### src/rtl/sck_divider.sv
module sck_divider #(
  parameter int CODE_W = 5,
  parameter int CNT_W  = 7,
  parameter logic [CODE_W-1:0] RST_CODE = CODE_W'(8)
) (
  input  logic              clk,
  input  logic              rst_n,
  input  logic              run,
  input  logic              spi_mode3,
  input  logic [CODE_W-1:0] div_code,
  input  logic              duty_fix,
  input  logic              stretch_lo,
  input  logic              stretch_hi,
  output logic              sck,
  output logic              rise_stb,
  output logic              fall_stb,
  output logic              rise_dly
);
  localparam int HALF_CODE = 1 << (CODE_W - 1);

  logic [CODE_W-1:0] code_q;
  logic              fix_q, slo_q, shi_q;
  logic [CNT_W-1:0]  divisor, code_w, lo_len, hi_len, cur_len, cnt;
  logic              odd, ph, ph_n, rise_q, fall_q, rise_n, use_fix;

  always_ff @(posedge clk or negedge rst_n) begin
    if (!rst_n) begin
      code_q <= RST_CODE;
      fix_q  <= 1'b0;
      slo_q  <= 1'b0;
      shi_q  <= 1'b0;
    end else if (!run) begin
      code_q <= div_code;
      fix_q  <= duty_fix;
      slo_q  <= stretch_lo;
      shi_q  <= stretch_hi;
    end
  end

  assign code_w  = CNT_W'(code_q);
  assign divisor = code_q[CODE_W-1] ? ((code_w << 1) - CNT_W'(HALF_CODE - 2))
                                    : (code_w + CNT_W'(2));
  assign odd     = divisor[0];
  assign lo_len  = (divisor >> 1) + CNT_W'(slo_q);
  assign hi_len  = (divisor >> 1) + CNT_W'(odd) + CNT_W'(shi_q);
  assign cur_len = ph ? hi_len : lo_len;

  always_ff @(posedge clk or negedge rst_n) begin
    if (!rst_n) begin
      ph     <= 1'b0;
      cnt    <= '0;
      rise_q <= 1'b0;
      fall_q <= 1'b0;
    end else if (!run) begin
      ph     <= spi_mode3;
      cnt    <= '0;
      rise_q <= 1'b0;
      fall_q <= 1'b0;
    end else if (cnt == cur_len - CNT_W'(1)) begin
      ph     <= ~ph;
      cnt    <= '0;
      rise_q <= ~ph;
      fall_q <= ph;
    end else begin
      cnt    <= cnt + CNT_W'(1);
      rise_q <= 1'b0;
      fall_q <= 1'b0;
    end
  end

  always_ff @(negedge clk or negedge rst_n) begin
    if (!rst_n) begin
      ph_n   <= 1'b0;
      rise_n <= 1'b0;
    end else begin
      ph_n   <= ph;
      rise_n <= rise_q & run;
    end
  end

  assign use_fix  = run & fix_q & odd;
  assign sck      = use_fix ? (ph & ph_n) : ph;
  assign rise_stb = rise_q & run;
  assign fall_stb = fall_q & run;
  assign rise_dly = rise_n & run;

  assert_no_idle_strobe_R10: assert property (@(posedge clk) disable iff (!rst_n)
    !run |-> (!rise_stb && !fall_stb && !rise_dly));

  assert_rise_marks_high_R10: assert property (@(posedge clk) disable iff (!rst_n)
    rise_stb |-> (ph && !$past(ph)));

  assert_fall_marks_low_R10: assert property (@(posedge clk) disable iff (!rst_n)
    fall_stb |-> (!ph && $past(ph)));

  assert_cfg_held_R3: assert property (@(posedge clk) disable iff (!rst_n)
    (run && $past(run)) |-> ($stable(code_q) && $stable(fix_q) && $stable(slo_q) && $stable(shi_q)));

  assert_phase_bound_R7: assert property (@(posedge clk) disable iff (!rst_n)
    run |-> (cnt < cur_len));

  assert_idle_level_R9: assert property (@(posedge clk) disable iff (!rst_n)
    (!run && $past(!run)) |-> (sck == $past(spi_mode3)));
endmodule

### config.mk
export PLATFORM = sky130hd
export DESIGN_NAME = sck_divider
export DESIGN_NICKNAME = d
export VERILOG_FILES = /design/src/rtl/sck_divider.sv
export SDC_FILE = /design/constraint.sdc
export NUM_CORES = 1
export LEC_CHECK = 0
export ABC_AREA = 1
export BUFFER_PORTS_ARGS = -buffer_cell sky130_fd_sc_hd__buf_4
export CAP_MARGIN = 20
export CORE_MARGIN = 2
export CORE_UTILIZATION = 30
export DETAILED_ROUTE_END_ITERATION = 10
export GPL_TIMING_DRIVEN = 0
export PLACE_DENSITY = 0.47
export SLEW_MARGIN = 20
export SYNTH_ARGS = -nofsm -noshare
export SYNTH_HDL_FRONTEND = slang
export SYNTH_SLANG_ARGS = --single-unit
### constraint.sdc
create_clock -name clk -period 3.1 [get_ports clk]
set_input_delay 0.465 -clock clk [delete_from_list [all_inputs] [get_ports clk]]
set_output_delay 0.465 -clock clk [all_outputs]
set_load 0.05 [all_outputs]
==> flow_summary.toml, run 1 <==
[power_and_ir_drop]
ir_drop_v = 0.000316
p_leak_nw = 0.935
p_per_area_nw_per_um2 = 552
power_mw = 1.03

[yosys]
synth_common_cells = "nand2_1, inv_1, nand3_1"
synth_nets = 226
synth-edff-count = 0
yosys_warnings = 0
synth_area_sq_um = 1590
yosysSeqAreaShare = 0.315
yosys.area.top_type = "dfrtp_1"
syn_area_per_cell_sq_um = 7.76
synth_top_area_share = 0.268
synth.most_common_cell = "nand2_1"
synthArstFlopShare = 1.00
ys_types = 37
synth_ff_type = "dfrtp_1"
ys_ff_latch = 20
synth.top_cells.by_area = "dfrtp_1, nand2_1, ha_1, nand3_1, nand2_4"
synthCells = 205

[critical_path]
ff2ff_path_depth = 16
worstPathRequired_ps = 2630
r2r-start = "code_q[1]"
crit_end = "sck"
r2r_setup_slack_ps = 180
cp-start-kind = "flop"
arrival_ps = 2580
cp-end-kind = "output pin"
regToRegEndpoint = "cnt[0]"
critPathLaunch = "ph_n"
critPathKind = "reg2out"
critPathMaxFanout = 1

[timing]
grt_setup_unrepaired = "yes"
fin_setup_tns_ps = 0
worstMarginPinSlew_ps = 489
drv_slew = 0
setup_violations = 0
max-slew-margin-rel = 0.674
fin_skew_ps = 13.0
hold_viol_final = 0

[floorplan]
std_cell_rows = 26
die_w_um = 76.8
die_h_um = 76.8
core_sq_um = 5110
start_util = 0.311
die-area_sq_um = 5900
io_pins = 16

[clock_tree]
ctsHoldBuffers = 0
clock_path_buffers = 2
cts_tree = "done"
htree_levels = 1
clock_sinks = 20
cts.reportedPaths.clkPinSlew_ps = 70
clk-insertion-delay-late_ps = 270
clockRootBuffer = "clkbuf_8"
cts_made_buffers = 3

[drt]
drtIter0Drc = 51
ant_nets = 0
drc = 0
drt-pass1-iter-count = 4
wl_mm = 3.09
post_drt_wl_per_cell_um = 10.5
vias = 1285
vias_per_cell = 4.36

[layout]
area_growth_pct = 17.6
post-route-util = 0.366
drive_above_1_share = 0.302
register_area_sq_um = 502
fill_cells = 556
multiInputGateArea_sq_um = 965
nNetsFinal = 247
fin_area_sq_um = 1870
num_antenna_cells = 0

[placed_design]
place_area_sq_um = 1790
gp_congestion = 0.713
dpl.hpwl_mm = 2.47
portBuffers = 15

[global_routing]
antenna_found_initial = 0
grt_usage = 0.117
grt_pass1_wl_mm = 5.64
grt_pass1_vias = 1250
grt-ovfl-total = 0
grt_max_degree = 21

[outcome]
run_status = "complete, no violations"

[run]
max-cap-violations = 0

[hold_path]
min_path_type = "in2async"
## cell type report
type,instances,share of cell area
multi-input cells,154,0.516
well taps,70,0.0468
inverters,27,0.0569
repair buffers,16,0.0662
plain buffers,4,0.0167
clock buffers,4,0.0294
flip-flops and latches,20,0.268
## power by group
part / internal [mW] / leakage, nW / switching [mW] / total, mW
registers: 0.292 / 0.257 / 0.0275 / 0.320
clock network: 0.113 / 0.0288 / 0.0888 / 0.202
logic: 0.201 / 0.649 / 0.310 / 0.511
## state kept, by name (all words and copies together), names as in the netlist
| name | flops |
|---|---|
| fall_q | 1 |
| fix_q | 1 |
| ph | 1 |
| shi_q | 1 |
| ph_n | 1 |
| rise_n | 1 |
| cnt | 7 |
| slo_q | 1 |
| code_q | 5 |
| rise_q | 1 |
## worst max-delay path, stage by stage, from the launching register on
cell     delay (ps)
dfrtn_1         410
nor4_2           40
nor2_1          130
buf_6           180
## worst min path at each step
stage | from | to | slack [ps] | cells past startpoint
after floorplan | rst_n | cnt[0] | 170 | 0
after global placement | rst_n | code_q[4] | 360 | 1
after detailed placement | rst_n | code_q[4] | 360 | 1
after CTS | rst_n | ph | 70 | 1
after global routing | rst_n | ph | 80 | 1
final | rst_n | code_q[4] | 70 | 1
## per-layer routing
layer | GRT usage | share of wire
met1 | 0.157 | 0.51
met2 | 0.190 | 0.45
met3 | 0.0153 | 0.025
met4 | 0.0436 | 0.017
met5 | 0 | 0
## cells in the final DEF, fill, tap and decap left out, types with 3 or more instances in the layout
| cell type | instances |
|---|---|
| o21ai_0 | 6 |
| clkbuf_8 | 4 |
| nand2_1 | 57 |
| nor2_1 | 15 |
| buf_6 | 3 |
| nand3_2 | 5 |
| dfrtp_1 | 17 |
| nand2_4 | 7 |
| inv_1 | 19 |
| inv_2 | 5 |
| ha_1 | 8 |
| a21oi_1 | 3 |
| buf_4 | 15 |
| o21ai_2 | 3 |
| nand2_2 | 9 |
| nand3_1 | 18 |
## cell families after synthesis
| kind of cell | count (synthesis) | synth area share |
|---|---|---|
| AND/OR/NAND/NOR | 123 | 0.413 |
| buffers and inverters | 31 | 0.0865 |
| flip-flops | 20 | 0.316 |
| AO/OA/AOI/OAI | 17 | 0.0787 |
| adder cells (fa/ha/maj) | 9 | 0.0755 |
| XOR/XNOR | 4 | 0.0220 |
| multiplexers | 1 | 0.00865 |
## timing repair
action                     in CTS  in global routing
buffers inserted                0                  1
pin swaps                       1                  1
setup endpoints to repair       1                 11
resized for setup               1                  3
## metrics by stage
step                      hold slack (ps)  worst slack [ps]  std cells
after floorplan                       169              26.5        205
after CTS                            72.1              42.6        294
after global routing                 84.0             -19.6        295
after detailed placement              362               117        290
final                                72.8              57.7        295
after global placement                363              92.3        290
Power figures use the tool's default switching activity.
==> run 2, diff against run 1 <==
--- a/config.mk
+++ b/config.mk
@@ -6,13 +6,13 @@
 export NUM_CORES = 1
 export LEC_CHECK = 0
 export ABC_AREA = 1
-export BUFFER_PORTS_ARGS = -buffer_cell sky130_fd_sc_hd__buf_4
 export CAP_MARGIN = 20
 export CORE_MARGIN = 2
 export CORE_UTILIZATION = 30
 export DETAILED_ROUTE_END_ITERATION = 10
+export DONT_BUFFER_PORTS = 1
 export GPL_TIMING_DRIVEN = 0
-export PLACE_DENSITY = 0.47
+export PLACE_DENSITY = 0.45
 export SLEW_MARGIN = 20
 export SYNTH_ARGS = -nofsm -noshare
 export SYNTH_HDL_FRONTEND = slang
==> flow_summary.toml, run 2 (synthesis results as in run 1) <==
[critical_path]
arrival_ps = 2590
cp_slowest_cell = "dfrtn_1"
slowest_delay_ps = 440
critPathKind = "reg2out"
critPathMaxFanout = 1
crit_chain = "nor4_4 > nor2_4"
r2r_setup_slack_ps = 170
crit_buf_inv = 0
cp-start-kind = "flop"
crit_family = "flip-flops"
cp-end-kind = "output pin"
worstPathRequired_ps = 2630

[layout]
final_cells = 281
final_common_cell = "nand2_1"
regMostFlops = "cnt"
drive_above_1_share = 0.265
num_antenna_cells = 0
reg_top3 = "cnt (7), code_q (5)"
area_growth_pct = 11.6
nNetsFinal = 233
largest_reg_flops = 7
post-route-util = 0.348
layout_common_cells = "nand2_1, inv_1, nand3_1"

[power_and_ir_drop]
swShare = 0.428
p_int_uw = 576
power_frac_clock = 0.177
seqPwrFrac = 0.319
ir_drop_v = 0.000295
p_leak_nw = 0.857
p_comb_frac = 0.505
p_per_area_nw_per_um2 = 567
power_mw = 1.01
power.switching_uw = 432

[drt]
drtIter0Drc = 50
wl_mm = 3.30
ant_nets = 0
drt-pass1-iter-count = 4
post_drt_wl_per_cell_um = 11.7
drc = 0
vias_per_cell = 4.46
vias = 1252

[global_routing]
grt_use_met3 = 0.0106
grt-ovfl-total = 0
grtUsageMet2 = 0.207
grt_usage = 0.126
grt_pass1_wl_mm = 6.04
antenna_found_initial = 0
grt.met1_usage = 0.174
grt_max_degree = 18
top_usage_layer = "met2"
grt_pass1_vias = 1301

[clock_tree]
clk-insertion-delay-late_ps = 270
cts_tree = "done"
clock_path_buffers = 2
htree_levels = 1
clockRootBuffer = "clkbuf_8"
clock_sinks = 20
cts_made_buffers = 3
cts.reportedPaths.clkPinSlew_ps = 70

[floorplan]
std_cell_rows = 26
io_pins = 16
die_w_um = 76.8
start_util = 0.311
die-area_sq_um = 5900
die_h_um = 76.8
core_sq_um = 5110

[timing]
setup_violations = 0
drv_slew = 0
worstMarginPinSlew_ps = 819
fin_skew_ps = 14.0
hold_viol_final = 0
max-slew-margin-rel = 0.452

[placed_design]
dp.cells = 275
gp_congestion = 0.792
dpl.hpwl_mm = 2.61
portBuffers = 0

[outcome]
run_status = "complete, no violations"

[hold_path]
min_path_type = "in2async"

[run]
max-cap-violations = 0
-- run 2: worst register-to-register path, stage by stage, from the launching register on --
cell and delay, ps:
dfrtp_1 370, buf_6 150, nor2_4 130, a21oi_2 60, fa_2 390, ha_1 290
mux2i_2 180, ha_2 310, xnor2_1 120, a21oi_1 110, nand2_1 80, nor2_2 120
nand3_1 140, nor2_4 120, nand2_4 100, nand2_4 110, nor2_1 50
-- run 2: cell type report --
cell class	instances	area, sq um
Fill cell	559	3330
Multi-Input combinational cell	154	985
Sequential cell	20	503
Inverter	27	106
Tap cell	70	87.6
Clock buffer	4	45.0
Buffer	4	31.3
Timing Repair Buffer	2	17.5
-- run 2: worst paths after layout --
| kind | from | to | cells past startpoint |
|---|---|---|---|
| min in group clk | stretch_lo | slo_q | 2 |
| worst min-delay path | rst_n | code_q[3] | 0 |
| worst max register to register | code_q[4] | cnt[5] | 16 |
| worst min register to register | cnt[0] | cnt[0] | 1 |
| max in group asynchronous | rst_n | rise_n | 0 |
| worst max-delay path | ph_n | sck | 2 |
-- run 2: metal layers --
layer  vias to the layer above  share of wire
met5                         -              0
met4                         0          0.021
met3                         4          0.016
met2                        12           0.46
met1                       567           0.50
li1                        669              -
-- run 2: power by group through the flow --
| stage | registers (mW) | logic, mW | clock network (mW) |
|---|---|---|---|
| final | 0.321 | 0.508 | 0.178 |
| after global routing | 0.327 | 0.580 | 0.202 |
| after CTS | 0.322 | 0.496 | 0.188 |
| after detailed placement | 0.324 | 0.483 | 0 |
| after global placement | 0.323 | 0.479 | 0 |
| after floorplan | 0.317 | 0.414 | 0 |
-- run 2: what timing repair did --
item | in CTS | in global routing
endpoints found under the setup margin | 1 | 11
resized for setup | 4 | 5
buffers inserted | 0 | 1
hold buffers | 1 | 0
pin swaps | 2 | 3
hold endpoints to repair | 17 | 0
-- run 2: metrics by stage --
stage	hold slack [ps]	instance area (sq um)	setup TNS (ps)	worst slack, ps
floorplan	169	1590	0	26.5
global placement	170	1680	-20.1	-20.1
detailed placement	170	1680	-34.2	-34.2
CTS	33.7	1760	0	5.98
global route	18.4	1780	-68.8	-21.7
finish	37.6	1780	0	45.5
==> run 3, diff against run 2 <==
==> constraint.sdc (replaced) <==
create_clock -name clk -period 2.9 [get_ports clk]
set_input_delay 0.435 -clock clk [delete_from_list [all_inputs] [get_ports clk]]
set_output_delay 0.435 -clock clk [all_outputs]
set_load 0.05 [all_outputs]
==> flow_summary.toml, run 3 (synthesis results as in run 1) <==
[outcome]
run_status = "finished, violations left"
violations = "setup timing"

[power_and_ir_drop]
ir_drop_v = 0.000264
p_leak_nw = 0.898
power_mw = 1.17
p_per_area_nw_per_um2 = 613

[drt]
vias_per_cell = 4.49
post_drt_wl_per_cell_um = 11.9
vias = 1301
drt-pass1-iter-count = 4
drc = 0
ant_nets = 0
drtIter0Drc = 39
wl_mm = 3.44

[global_routing]
grt_use_met3 = 0.0106
grt_pass1_wl_mm = 6.06
grt_pass1_vias = 1256
top_usage_layer = "met2"
grt_usage = 0.127
grt_max_degree = 18
antenna_found_initial = 0
grtUsageMet2 = 0.196
grt.met1_usage = 0.182
grt-ovfl-total = 0

[placed_design]
place_area_sq_um = 1680
dpl.hpwl_mm = 2.58
gp_congestion = 0.775
portBuffers = 0
dp.cells = 275

[critical_path]
critPathKind = "reg2out"
ff2ff_path_depth = 17
cp-end-kind = "output pin"
cp-start-kind = "flop"
worstPathRequired_ps = 2470
regToRegEndpoint = "ph"
arrival_ps = 2480
r2r-start = "code_q[1]"
r2r_setup_slack_ps = 30
critPathMaxFanout = 1

[clock_tree]
clockRootBuffer = "clkbuf_8"
clk-insertion-delay-late_ps = 270
cts.reportedPaths.clkPinSlew_ps = 80
clock_sinks = 20
cts_tree = "done"
cts_made_buffers = 3
htree_levels = 1
clock_path_buffers = 2

[floorplan]
core_sq_um = 5110
die-area_sq_um = 5900
die_w_um = 76.8
die_h_um = 76.8
io_pins = 16
std_cell_rows = 26
start_util = 0.311

[layout]
area_growth_pct = 19.9
nNetsFinal = 242
drive_above_1_share = 0.332
regMostFlops = "cnt"
final_common_cell = "nand2_1"
num_antenna_cells = 0
largest_reg_flops = 7
final_cells = 290
reg_top3 = "cnt (7), code_q (5)"
fin_area_sq_um = 1910
layout_common_cells = "nand2_1, nand3_1, dfrtp_1"

[hold_path]
min_path_type = "in2reg"
hp-start = "stretch_hi"
min_to = "shi_q"
hold_path_depth = 2

[timing]
max-slew-margin-rel = 0.445
fin_setup_tns_ps = -17.6
drv_slew = 0
fin_skew_ps = 14.1
setup_violations = 1
setup_slack_ps = -17.6
worstMarginPinSlew_ps = 829
hold_viol_final = 0
grt_setup_unrepaired = "yes"

[run]
max-cap-violations = 0
run 3: cell types whose count changed in the layout (fill, tap and decap cells not counted), sizes merged:
cell and delta:
dlygate4sd3 +1, buf +8, inv -1, clkinvlp +1
run 3: per-stage QoR:
| step | hold WS [ps] | utilization | setup WS [ps] |
|---|---|---|---|
| 6_report | 278 | 0.373 | -17.6 |
| 5_1_grt | 274 | 0.373 | -90.5 |
| 4_1_cts | 0.645 | 0.349 | -52.0 |
| 3_5_place_dp | 140 | 0.329 | -129 |
| 3_3_place_gp | 140 | 0.329 | -146 |
| 2_1_floorplan | 139 | - | 183 |
run 3: how the worst max path moves through the flow:
stage | start | end | slack (ps)
5_1_grt | code_q[1] | ph | -90
2_1_floorplan | ph_n | sck | 180
3_3_place_gp | code_q[4] | cnt[0] | -150
6_report | ph_n | sck | -20
4_1_cts | ph_n | sck | -50
3_5_place_dp | code_q[4] | cnt[1] | -130
run 3: what timing repair did:
action | 4_1_cts | 5_1_grt
buffers inserted | 1 | 8
endpoints found under the setup margin | 12 | 11
pin swaps | 2 | 9
hold buffers | 1 | 1
gates resized for setup | 6 | 13
hold endpoints to repair | 17 | 1
run 3: layout make-up:
| type | instances | area (sq um) |
|---|---|---|
| multi-input combinational | 154 | 1030 |
| buffer | 4 | 31.3 |
| clock buffer | 4 | 55.1 |
| timing repair buffer | 11 | 87.6 |
| inverter | 27 | 110 |
| sequential | 20 | 503 |
| tap | 70 | 87.6 |
| fill | 561 | 3200 |
run 3: where the power goes:
part	switching (mW)	leakage [nW]	internal [mW]
Combinational	0.362	0.613	0.245
Sequential	0.0311	0.256	0.313
Clock	0.0966	0.0288	0.121
run 3: critical path, stage by stage (launching register included):
cell and delay (ps):
dfrtn_1 440, nor4_4 50, nor2_4 270
run 3: per-layer routing:
metal / part of all wire / wire length, um
met5: 0 / 0
met3: 0.012 / 40
met2: 0.46 / 1590
met1: 0.51 / 1760
met4: 0.015 / 51
